==> config.mk <==
export PLATFORM = sky130hd
export DESIGN_NAME = adc_step_sequencer
export DESIGN_NICKNAME = d
export VERILOG_FILES = /design/src/rtl/adc_seq_pkg.sv /design/src/rtl/adc_seq_fifo.sv /design/src/rtl/adc_seq_arbiter.sv /design/src/rtl/adc_seq_engine.sv /design/src/rtl/adc_step_sequencer.sv
export SDC_FILE = /design/constraint.sdc
export NUM_CORES = 2
export LEC_CHECK = 0
export BUFFER_PORTS_ARGS = -buffer_cell sky130_fd_sc_hd__buf_4
export CAP_MARGIN = 20
export CORE_UTILIZATION = 60
export DETAILED_ROUTE_END_ITERATION = 10
export PLACE_DENSITY = 0.77
export SLEW_MARGIN = 40
export SYNTH_ARGS = -nofsm -noshare
export SYNTH_HDL_FRONTEND = slang
export SYNTH_HIERARCHICAL = 1
export SYNTH_SLANG_ARGS = --single-unit
==> constraint.sdc <==
create_clock -name clk -period 6.8 [get_ports clk]
set_input_delay 1.7 -clock clk [delete_from_list [all_inputs] [get_ports clk]]
set_output_delay 1.7 -clock clk [all_outputs]
set_load 0.03 [all_outputs]
==> src/rtl/adc_seq_pkg.sv <==
package adc_seq_pkg;
   // register word addresses below the configuration window
   localparam int REG_CTRL   = 0;
   localparam int REG_STEPEN = 1;
   localparam int REG_FLAGS  = 2;
   localparam int REG_FIFO0  = 4;
   localparam int REG_FIFO1  = 5;
   // configuration word field positions
   localparam int CFG_MODE_LSB = 0;
   localparam int CFG_CH_LSB   = 19;
   localparam int CFG_SEL_BIT  = 26;

   typedef enum logic {SEQ_IDLE, SEQ_WAIT} seq_state_t;
endpackage

==> src/rtl/adc_seq_fifo.sv <==
module adc_seq_fifo #(
   parameter int WIDTH = 16,
   parameter int DEPTH = 32
) (
   input  logic                       clk,
   input  logic                       rst_n,
   input  logic                       push,
   input  logic [WIDTH-1:0]           push_data,
   input  logic                       pop,
   input  logic                       ovr_clr,
   output logic [WIDTH-1:0]           head,
   output logic [$clog2(DEPTH):0]     count,
   output logic                       ovr
);
   localparam int PW = $clog2(DEPTH);
   localparam int CW = PW + 1;

   logic [WIDTH-1:0] mem [DEPTH];
   logic [PW-1:0]    wptr, rptr;
   logic             empty, full, do_pop, do_push;

   assign empty   = (count == '0);
   assign full    = (count == CW'(DEPTH));
   assign do_pop  = pop && !empty;
   assign do_push = push && (!full || do_pop);
   assign head    = empty ? '0 : mem[rptr];

   always_ff @(posedge clk) begin
      if (do_push) mem[wptr] <= push_data;
   end

   always_ff @(posedge clk or negedge rst_n) begin
      if (!rst_n) begin
         wptr  <= '0;
         rptr  <= '0;
         count <= '0;
         ovr   <= 1'b0;
      end else begin
         if (do_push) wptr <= wptr + PW'(1);
         if (do_pop)  rptr <= rptr + PW'(1);
         case ({do_push, do_pop})
            2'b10:   count <= count + CW'(1);
            2'b01:   count <= count - CW'(1);
            default: count <= count;
         endcase
         if (push && !do_push) ovr <= 1'b1;
         else if (ovr_clr)     ovr <= 1'b0;
      end
   end
endmodule

==> src/rtl/adc_seq_arbiter.sv <==
module adc_seq_arbiter #(
   parameter int N = 3,
   localparam int IW = (N > 1) ? $clog2(N) : 1
) (
   input  logic [N-1:0]  req,
   output logic [N-1:0]  gnt,
   output logic [IW-1:0] idx
);
   generate
      if (N == 1) begin : g_single
         assign gnt = req;
         assign idx = '0;
      end else begin : g_fixed
         always_comb begin
            logic found;
            found = 1'b0;
            gnt   = '0;
            idx   = '0;
            for (int i = 0; i < N; i++) begin
               if (req[i] && !found) begin
                  found  = 1'b1;
                  gnt[i] = 1'b1;
                  idx    = IW'(i);
               end
            end
         end
      end
   endgenerate
endmodule

==> src/rtl/adc_seq_engine.sv <==
module adc_seq_engine
   import adc_seq_pkg::*;
#(
   parameter int NUM_STEPS = 16,
   parameter int CH_W      = 4,
   parameter int SAMPLE_W  = 12,
   localparam int TAG_W    = $clog2(NUM_STEPS),
   localparam int ENT_W    = TAG_W + SAMPLE_W
) (
   input  logic                      clk,
   input  logic                      rst_n,
   input  logic                      run,
   input  logic [NUM_STEPS-1:0]      step_en,
   input  logic [NUM_STEPS*CH_W-1:0] step_ch,
   input  logic [NUM_STEPS-1:0]      step_sel,
   input  logic [NUM_STEPS-1:0]      step_one,
   output logic                      conv_start,
   output logic [CH_W-1:0]           conv_channel,
   input  logic                      conv_done,
   input  logic [SAMPLE_W-1:0]       conv_data,
   output logic [1:0]                push,
   output logic [ENT_W-1:0]          push_data,
   output logic [NUM_STEPS-1:0]      en_clr
);
   seq_state_t       state;
   logic [TAG_W-1:0] ptr, cur, pick_hi, pick_any, next;
   logic             hit_hi, hit_any, cur_sel, cur_one, finish;

   // first enabled step at or above the pointer, else lowest enabled (wrap)
   always_comb begin
      hit_hi   = 1'b0;
      hit_any  = 1'b0;
      pick_hi  = '0;
      pick_any = '0;
      for (int i = 0; i < NUM_STEPS; i++) begin
         if (step_en[i] && !hit_any) begin
            hit_any  = 1'b1;
            pick_any = TAG_W'(i);
         end
         if (step_en[i] && !hit_hi && (i >= int'(ptr))) begin
            hit_hi  = 1'b1;
            pick_hi = TAG_W'(i);
         end
      end
      next = hit_hi ? pick_hi : pick_any;
   end

   assign finish    = (state == SEQ_WAIT) && conv_done;
   assign push[0]   = finish && !cur_sel;
   assign push[1]   = finish &&  cur_sel;
   assign push_data = {cur, conv_data};

   always_comb begin
      for (int i = 0; i < NUM_STEPS; i++)
         en_clr[i] = finish && cur_one && (cur == TAG_W'(i));
   end

   always_ff @(posedge clk or negedge rst_n) begin
      if (!rst_n) begin
         state        <= SEQ_IDLE;
         ptr          <= '0;
         cur          <= '0;
         cur_sel      <= 1'b0;
         cur_one      <= 1'b0;
         conv_start   <= 1'b0;
         conv_channel <= '0;
      end else begin
         conv_start <= 1'b0;
         case (state)
            SEQ_IDLE: begin
               if (run && hit_any) begin
                  conv_start   <= 1'b1;
                  conv_channel <= step_ch[next*CH_W +: CH_W];
                  cur          <= next;
                  cur_sel      <= step_sel[next];
                  cur_one      <= step_one[next];
                  state        <= SEQ_WAIT;
               end
            end
            SEQ_WAIT: begin
               if (conv_done) begin
                  ptr   <= cur + TAG_W'(1);
                  state <= SEQ_IDLE;
               end
            end
            default: state <= SEQ_IDLE;
         endcase
      end
   end
endmodule

==> src/rtl/adc_step_sequencer.sv <==
module adc_step_sequencer
   import adc_seq_pkg::*;
#(
   parameter int NUM_STEPS   = 16,
   parameter int NUM_MASTERS = 3,
   parameter int FIFO_DEPTH  = 32,
   parameter int SAMPLE_W    = 12,
   parameter int CH_W        = 4,
   parameter int DATA_W      = 32,
   parameter int ADDR_W      = 5
) (
   input  logic                                                 clk,
   input  logic                                                 rst_n,
   input  logic [NUM_MASTERS-1:0]                               m_req,
   input  logic [NUM_MASTERS-1:0]                               m_we,
   input  logic [NUM_MASTERS*ADDR_W-1:0]                        m_addr,
   input  logic [NUM_MASTERS*DATA_W-1:0]                        m_wdata,
   output logic [NUM_MASTERS-1:0]                               m_gnt,
   output logic                                                 rd_valid,
   output logic [((NUM_MASTERS > 1) ? $clog2(NUM_MASTERS) : 1)-1:0] rd_owner,
   output logic [DATA_W-1:0]                                    rd_data,
   output logic                                                 conv_start,
   output logic [CH_W-1:0]                                      conv_channel,
   input  logic                                                 conv_done,
   input  logic [SAMPLE_W-1:0]                                  conv_data
);
   localparam int TAG_W = $clog2(NUM_STEPS);
   localparam int ENT_W = TAG_W + SAMPLE_W;
   localparam int MW    = (NUM_MASTERS > 1) ? $clog2(NUM_MASTERS) : 1;
   localparam int CW    = $clog2(FIFO_DEPTH) + 1;

   generate
      if (NUM_STEPS < 2)
         $error("sequencer needs at least two steps");
      if (ADDR_W != TAG_W + 1)
         $error("address width must be one bit above the step index width");
      if ((1 << $clog2(FIFO_DEPTH)) != FIFO_DEPTH)
         $error("queue depth must be a power of two");
      if (ENT_W > DATA_W || NUM_STEPS > DATA_W || CFG_SEL_BIT >= DATA_W)
         $error("data width too narrow for entries, mask or configuration");
      if (CFG_CH_LSB + CH_W > DATA_W)
         $error("channel field does not fit the configuration word");
   endgenerate

   // ---------------- bus arbitration ----------------
   logic [MW-1:0]     gidx;
   logic              acc, a_we;
   logic [ADDR_W-1:0] a_addr;
   logic [DATA_W-1:0] a_wdata;

   adc_seq_arbiter #(.N(NUM_MASTERS)) u_arb (
      .req (m_req),
      .gnt (m_gnt),
      .idx (gidx)
   );

   assign acc     = |m_req;
   assign a_we    = m_we[gidx];
   assign a_addr  = m_addr[gidx*ADDR_W +: ADDR_W];
   assign a_wdata = m_wdata[gidx*DATA_W +: DATA_W];

   logic             is_cfg;
   logic [TAG_W-1:0] cfg_idx;
   logic             wr_ctrl, wr_en, wr_flags;

   assign is_cfg   = a_addr[ADDR_W-1];
   assign cfg_idx  = a_addr[TAG_W-1:0];
   assign wr_ctrl  = acc && a_we && (a_addr == ADDR_W'(REG_CTRL));
   assign wr_en    = acc && a_we && (a_addr == ADDR_W'(REG_STEPEN));
   assign wr_flags = acc && a_we && (a_addr == ADDR_W'(REG_FLAGS));

   // ---------------- registers ----------------
   logic                 run_q;
   logic [NUM_STEPS-1:0] step_en, en_clr;
   logic [DATA_W-1:0]    cfg [NUM_STEPS];

   always_ff @(posedge clk or negedge rst_n) begin
      if (!rst_n) begin
         run_q   <= 1'b0;
         step_en <= '0;
         for (int s = 0; s < NUM_STEPS; s++) cfg[s] <= '0;
      end else begin
         if (wr_ctrl) run_q <= a_wdata[0];
         // a bus write to the mask wins over a same-cycle self-clear
         if (wr_en) step_en <= a_wdata[NUM_STEPS-1:0];
         else       step_en <= step_en & ~en_clr;
         if (acc && a_we && is_cfg) cfg[cfg_idx] <= a_wdata;
      end
   end

   // ---------------- configuration fields ----------------
   logic [NUM_STEPS*CH_W-1:0] step_ch;
   logic [NUM_STEPS-1:0]      step_sel, step_one;

   generate
      for (genvar s = 0; s < NUM_STEPS; s++) begin : g_cfg
         assign step_ch[s*CH_W +: CH_W] = cfg[s][CFG_CH_LSB +: CH_W];
         assign step_sel[s]             = cfg[s][CFG_SEL_BIT];
         assign step_one[s]             = (cfg[s][CFG_MODE_LSB +: 2] == 2'b00);
      end
   endgenerate

   // ---------------- sequencer ----------------
   logic [1:0]       push;
   logic [ENT_W-1:0] push_data;

   adc_seq_engine #(
      .NUM_STEPS (NUM_STEPS),
      .CH_W      (CH_W),
      .SAMPLE_W  (SAMPLE_W)
   ) u_engine (
      .clk          (clk),
      .rst_n        (rst_n),
      .run          (run_q),
      .step_en      (step_en),
      .step_ch      (step_ch),
      .step_sel     (step_sel),
      .step_one     (step_one),
      .conv_start   (conv_start),
      .conv_channel (conv_channel),
      .conv_done    (conv_done),
      .conv_data    (conv_data),
      .push         (push),
      .push_data    (push_data),
      .en_clr       (en_clr)
   );

   // ---------------- result queues ----------------
   logic [ENT_W-1:0] fifo_head [2];
   logic [1:0]       fifo_ovr;
   logic [2*CW-1:0]  fifo_cnt_flat;

   generate
      for (genvar k = 0; k < 2; k++) begin : g_fifo
         logic pop_k, clr_k;
         assign pop_k = acc && !a_we && (a_addr == ADDR_W'(REG_FIFO0 + k));
         assign clr_k = wr_flags && a_wdata[k];
         adc_seq_fifo #(.WIDTH(ENT_W), .DEPTH(FIFO_DEPTH)) u_fifo (
            .clk       (clk),
            .rst_n     (rst_n),
            .push      (push[k]),
            .push_data (push_data),
            .pop       (pop_k),
            .ovr_clr   (clr_k),
            .head      (fifo_head[k]),
            .count     (fifo_cnt_flat[k*CW +: CW]),
            .ovr       (fifo_ovr[k])
         );
      end
   endgenerate

   // ---------------- read path ----------------
   logic [DATA_W-1:0] rmux;

   always_comb begin
      rmux = '0;
      if (is_cfg)                                rmux = cfg[cfg_idx];
      else if (a_addr == ADDR_W'(REG_CTRL))      rmux = DATA_W'(run_q);
      else if (a_addr == ADDR_W'(REG_STEPEN))    rmux = DATA_W'(step_en);
      else if (a_addr == ADDR_W'(REG_FLAGS))     rmux = DATA_W'(fifo_ovr);
      else if (a_addr == ADDR_W'(REG_FIFO0))     rmux = DATA_W'(fifo_head[0]);
      else if (a_addr == ADDR_W'(REG_FIFO1))     rmux = DATA_W'(fifo_head[1]);
   end

   always_ff @(posedge clk or negedge rst_n) begin
      if (!rst_n) begin
         rd_valid <= 1'b0;
         rd_owner <= '0;
         rd_data  <= '0;
      end else begin
         rd_valid <= acc && !a_we;
         if (acc && !a_we) begin
            rd_owner <= gidx;
            rd_data  <= rmux;
         end
      end
   end
endmodule

* Yosys cells after proc, flatten, opt, wreduce, memory -nomap -nowiden
Memories as Yosys holds them, arrays and structs flattened. Cells that the tools add are included.
Word-level totals: word-level logic and storage cells 357, input port bits 132, memory bits (writable) 1024, memories kept 2, output and inout bits 43, bits in registers 614
Operators by class: order comparisons 19, eq/ne operators 25, mux-type cells 104, shift-type cells 3, bitwise logic cells 4, multiply operators 1, reduce and logical (&&, ||, !) cells 154, $add $sub $neg 9
Memories:
- g_fifo[0].u_fifo.mem | words 32, width 16, read ports 1, clocked after Yosys merged registers in 0, write ports 1, RTL line adc_seq_fifo.sv:18 | logic [WIDTH-1:0] mem [DEPTH];
- g_fifo[1].u_fifo.mem | words 32, width 16, read ports 1, clocked after Yosys merged registers in 0, write ports 1, RTL line adc_seq_fifo.sv:18
Operators by type and width (count):
- $bwmux 512 | 1
- $bmux 32 s4 | 1
- $demux 32 s4 | 1
- $mux 16 | 8
- $mux 32 | 4
- $mux 4 | 29
- $shiftx 96x8->32 | 1
- $logic_and 1x1->1 | 85
- $shiftx 64x7->4 | 1
- $mux 1 | 53
- $logic_not 1->1 | 40
- $eq 4x4->1 const B | 8
- $logic_not 2->1 | 16
- $ge 4x4->1 const A | 7
- $pmux 6 s2 | 2
- $add 5x1->5 const B | 4
- $and 16x16->16 | 1
- $eq 4x3->1 const B | 4
- $ge 3x4->1 const A | 4
- $not 16->16 | 1
- $shiftx 15x6->5 | 1
- $add 6x1->6 const B | 2
- $eq 6x6->1 const B | 2
- $logic_not 6->1 | 2
- 28 further kinds | 41

* Depth between registers and ports, before layout
depth after elaboration 65, depth in mapped cells 18, gate-level depth less buffers 14

* Hierarchy
Netlist, hierarchy kept.
By module, submodules not included:
- adc_seq_fifo | area each 20543.5 µm², sequential area each 15800.2 µm², cells each 973, instances 2
- adc_step_sequencer | area each 26111.3 µm², sequential area each 14113.5 µm², cells each 2908, instances 1
- adc_seq_engine | area each 4055.1 µm², sequential area each 400.4 µm², cells each 567, instances 1
- adc_seq_arbiter | area each 41.3 µm², sequential area each 0.0 µm², cells each 5, instances 1

* Least setup slack after synthesis
Ideal clock, no wire load.
path type input to register, from input m_req[0], to memory g_fifo[1].u_fifo.mem[23][0], enable pin, buffers on the path 7, library setup time 0.388 ns, arrival time 5.485 ns, cell stages on the path 15, slack 0.927 ns, cell sequence nor3b_2 buf_4 buf_4 buf_4 mux2i_1 a2bb2oi_1 nand2_1 buf_2 clkbuf_1 nor3_1 o41a_1 buf_2 nand2_1 buf_4 nor2_1
On the way: cells in the longest elaborated chain, start to end 17
Ends and longest elaborated chain:
- start, declared | RTL line adc_step_sequencer.sv:14 | input logic [NUM_MASTERS-1:0] m_req,
- $mux 1 (*) | RTL line adc_seq_arbiter.sv:20 | if (req[i] && !found) begin
- $logic_not 1->1 | RTL line adc_seq_arbiter.sv:20
- $logic_and 1x1->1 | RTL line adc_seq_arbiter.sv:20
- $mux 1 (*) | RTL line adc_seq_arbiter.sv:20
- $logic_not 1->1 (*) | RTL line adc_seq_arbiter.sv:20
- $logic_and 1x1->1 (*) | RTL line adc_seq_arbiter.sv:20
- $mux 2 (*) | RTL line adc_seq_arbiter.sv:20
- net gidx[1] | RTL line adc_step_sequencer.sv:46 | logic [MW-1:0] gidx;
- branches (longest 4 deep; another with $mul 2x3->5)
- $logic_and 1x1->1 (*) | RTL line adc_step_sequencer.sv:136 | assign pop_k = acc && !a_we && (a_addr == ADDR_W'(REG_FIFO0 + k));
- net g_fifo[1].pop_k | RTL line adc_step_sequencer.sv:135 | logic pop_k, clr_k;
- $logic_and 1x1->1 (*) | RTL line adc_seq_fifo.sv:24 | assign do_pop = pop && !empty;
- $logic_or 1x1->1 (*) | RTL line adc_seq_fifo.sv:25 | assign do_push = push && (!full || do_pop);
- $logic_and 1x1->1 (*) | RTL line adc_seq_fifo.sv:25
- $mux 1 (*) | RTL line adc_seq_fifo.sv:29 | if (do_push) mem[wptr] <= push_data;
- $mux 1 (not written as such) (*) | RTL line adc_seq_fifo.sv:29
- end, declared | RTL line adc_seq_fifo.sv:18
Mark *: on every way through the listed nets, which the timed path passes. The select of a mux whose other input is x is not followed.

* Final worst setup path
from input m_req[0], to memory g_fifo[0].u_fifo.mem[17][14], enable pin
On the way: cells in the longest elaborated chain, start to end 17
Ends and longest elaborated chain (RTL line):
- branches (longest 11 deep; another with $mul 2x3->5)
- $logic_and 1x1->1 (*) | adc_step_sequencer.sv:136
- net g_fifo[0].pop_k | adc_step_sequencer.sv:135
- $logic_and 1x1->1 (*) | adc_seq_fifo.sv:24
- $logic_or 1x1->1 (*) | adc_seq_fifo.sv:25
- $logic_and 1x1->1 (*) | adc_seq_fifo.sv:25
- $mux 1 (*) | adc_seq_fifo.sv:29
- $mux 1 (not written as such) (*) | adc_seq_fifo.sv:29
- end, declared | adc_seq_fifo.sv:18
Marks and branches as above.

==> results.py <==
metrics = {
    "global_route": {
        "antenna_found_initial": 3,
        "grt_pass1_vias": 47010,
        "grt_max_degree": 158,
        "grt_first_pass_wirelength_mm": 290,
        "overflow": 0,
        "grt_usage": 0.318,
    },
    "clocking": {
        "hold_buffers": 0,
        "cts_buffers": 158,
        "cts_tree": "done",
        "cts_htree_levels": 4,
        "clk_pin_slew_ns": 0.06,
        "cts_resized": 0,
        "root_buffer": "clkbuf_16",
        "clk_latency_ns": 0.82,
        "cts_setup_buffers": 0,
        "cts.path.max_buffers": 3,
        "clkSinkCount": 1638,
    },
    "synth": {
        "ys_seq_area_frac": 0.647,
        "synth-seq-cells": 1638,
        "synth_xor_xnor_area_share": 0.00295,
        "synth_fp_nets": 5582,
        "synth_top_family_by_area": "multiplexers",
        "synth-simple-area-share": 0.0910,
        "synth_fa_ha_area_frac": 0.00442,
        "synthDistinctLibCells": 83,
        "syn-cell-area_um2": 71300,
        "synth-edff-count": 1024,
        "synthArstFlopShare": 0.375,
        "syn_area_per_cell_um2": 13.1,
        "synth_ff_type": "edfxtp_1",
        "yosys_warnings": 6,
        "synth_compound_area_frac": 0.109,
        "syn_inst": 5426,
        "muxShareOfSynthArea": 0.112,
    },
    "die": {
        "core_um2": 118000,
        "core.rowCount": 126,
        "die_h_um": 347,
        "num_io_pins": 175,
        "initial_core_util": 0.605,
        "fp.dieW_um": 347,
        "die_area_um2": 120000,
    },
    "worst_hold_path": {
        "min_from": "rd_owner[0]",
        "min_path_type": "flip-flop to flip-flop",
        "whs_endpoint": "rd_owner[0]",
        "hold_path_depth": 2,
    },
    "power_and_ir_drop": {
        "seqPwrFrac": 0.420,
        "swShare": 0.345,
        "p_sw_mw": 11.2,
        "p_int_mw": 21.3,
        "p_per_area_nw_per_um2": 407,
        "power_frac_comb": 0.307,
        "p_leak_nw": 29.4,
        "ir_worst_vdd_mv": 0.456,
        "pwr-share-clk": 0.273,
    },
    "setup_path": {
        "crit_arrival_ns": 6.26,
        "cp-start-kind": "input pin",
        "worstReg2RegStart": "g_fifo[1].u_fifo/rptr[2]",
        "worstSetupPathType": "input pin to flip-flop",
        "worstPathRequired_ns": 7.30,
        "r2r_slack_ns": 2.50,
        "rr_worst_depth": 9,
        "regToRegEndpoint": "rd_data[12]",
        "cp_max_fo": 45,
        "endpoint_kind": "flip-flop",
    },
    "sta": {
        "finalSetupViolCount": 0,
        "hold_viol": 0,
        "min_period_ns": 5.76,
        "worst_slew_pin_slew_ns": 1.02,
        "post-route-period-util": 0.847,
        "finClkSkew_ns": 0.0560,
        "grt_setup_unrepaired": "no",
        "slew_violations": 0,
        "max_slew_margin": 0.303,
        "fmax_mhz": 174,
        "setup_tns_ns": 0,
    },
    "detailed_routing": {
        "highest_layer": "met5",
        "vias_per_cell": 6.65,
        "vias": 47758,
        "drt_iter0_drc": 6792,
        "dr_wl_met2_mm": 89.7,
        "wl_met1_mm": 71.5,
        "ant_nets": 0,
        "drc": 0,
        "wl_met3_mm": 20.7,
        "dr.pass1.iters": 6,
        "detail_route.wirelength_mm": 191,
        "wl_per_cell_um": 26.6,
    },
    "finish": {
        "area_delta_synth_final_pct": 11.8,
        "finalNonFillerCells": 7181,
        "nets": 5667,
        "layout-drive-gt1-share": 0.162,
        "final_cell_area_um2": 79700,
    },
    "placement": {
        "io_buffers": 174,
        "post-dp-hpwl_mm": 109,
        "gp_congestion": 0.908,
        "dp_cells": 6881,
        "post_dp_cell_area_um2": 74300,
    },
    "job": {
        "maxCapViolations": 0,
    },
    "outcome": {
        "status": "finished clean",
    },
}
-- metal layers --
metal / GRT usage / up-vias
li1: - / 20592
met1: 0.436 / 23793
met2: 0.492 / 2834
met3: 0.0695 / 535
met4: 0.145 / 4
met5: 0 / -
-- placed cells by master (no fill, tap or decap), types with 10 or more instances in the layout --
cell,n
o211ai_1,72
buf_12,13
a22o_1,62
a32oi_1,16
a2111oi_0,70
clkbuf_1,39
xnor2_1,17
a41oi_1,24
clkinv_2,38
mux2_2,10
clkbuf_8,12
nand3_1,206
a21oi_1,619
o22ai_1,63
nand3b_1,27
a21oi_4,12
o21ai_0,38
bufinv_16,12
mux4_2,196
nor2b_1,10
ha_1,22
nor3_4,18
a31oi_1,54
edfxtp_1,1024
nor2_1,662
nor3_1,46
inv_1,68
clkinv_1,14
a22oi_1,18
o221ai_1,31
dfrtp_1,604
a211oi_1,68
clkbuf_16,158
and4_1,24
nand2_1,390
buf_4,334
mux2i_1,334
-- cells in the mapped netlist (all sizes together), types with 9 or more instances --
master,count,share of area
mux2i,334,0.047
o221ai,33,0.0041
nand2b,9,0.00079
dfrtp,614,0.22
mux4,196,0.062
and2,11,0.0010
nor3,64,0.0073
a22o,62,0.0076
xnor2,17,0.0021
a31oi,54,0.0047
clkbuf,235,0.012
ha,22,0.0039
mux2,18,0.0033
a2111oi,81,0.010
nand3,206,0.014
o21ai,43,0.0031
nand3b,27,0.0028
a21oi,636,0.045
inv,68,0.0036
a41oi,24,0.0029
and4,25,0.0031
a211oi,68,0.0072
nor2b,15,0.0013
edfxtp,1024,0.43
nor2,670,0.035
a32oi,16,0.0020
buf,202,0.017
a22oi,18,0.0019
nand2,390,0.021
o211ai,73,0.0079
o22ai,63,0.0055
-- metrics by stage --
stage	hold WS, ns	power [mW]	setup WS, ns	utilization
after floorplan	0.460	20.6	0.927	-
after global placement	0.471	23.0	0.802	0.628
after detailed placement	0.474	23.4	0.599	0.630
after CTS	0.487	32.3	1.22	0.675
after global routing	0.524	33.8	0.830	0.676
final	0.486	32.5	1.04	0.676
-- worst max-delay path: stages --
cell and delay, ns:
buf_4 0.14, nor3b_4 0.23, buf_12 0.34, and2b_2 0.53
a2bb2oi_1 0.54, nand2_1 0.51, nor3_1 0.33, buf_4 0.20
o41a_1 0.46, nand2_1 0.37, nor2_1 0.59, buf_4 0.32
-- power by group through the flow --
stage / registers, mW / clock network (mW) / logic [mW]
after floorplan: 13.5 / 0 / 7.11
after global placement: 13.8 / 0 / 9.24
after detailed placement: 13.8 / 0 / 9.66
after CTS: 13.6 / 8.92 / 9.78
after global routing: 13.8 / 9.30 / 10.7
final: 13.6 / 8.85 / 9.98
-- logic make-up after synthesis --
kind of cell               count (synthesis)
AOI/OAI and AO/OA                       1228
xor gates and xnor gates                  24
adders and majority gates                 24
buffers and inverters                    505
DFF                                     1638
muxes                                    548
and+or+nand+nor                         1459
-- how the worst max path moves through the flow --
| stage | slack, ns | start | endpoint | cells after the start |
|---|---|---|---|---|
| 6_report | 1.04 | m_req[0] | g_fifo[0].u_fifo/mem[17][14] | 12 |
| 3_5_place_dp | 0.60 | m_req[0] | g_fifo[0].u_fifo/mem[17][4] | 12 |
| 5_1_grt | 0.83 | m_req[0] | g_fifo[0].u_fifo/mem[17][7] | 12 |
| 3_3_place_gp | 0.80 | m_req[0] | g_fifo[0].u_fifo/mem[17][15] | 12 |
| 2_1_floorplan | 0.93 | m_req[0] | g_fifo[1].u_fifo/mem[23][0] | 15 |
| 4_1_cts | 1.22 | m_req[0] | g_fifo[0].u_fifo/mem[17][7] | 12 |
-- layout make-up --
class / count / area (um2)
Sequential cell: 1638 / 46100
Fill cell: 7879 / 38200
Multi-Input combinational cell: 3283 / 23200
Clock buffer: 209 / 4270
Timing Repair Buffer: 362 / 3030
Tap cell: 1536 / 1920
Clock inverter: 84 / 976
Inverter: 68 / 255
Antenna cell: 1 / 2.50
-- registers in the layout, indices dropped and copies added (netlist names), 10 cells and up --
register             cells
cfg                    512
g_fifo.u_fifo/count     12
step_en                 16
g_fifo.u_fifo/wptr      10
g_fifo.u_fifo/mem     1024
rd_data                 32
g_fifo.u_fifo/rptr      10
(Power assumes the default switching activity.)
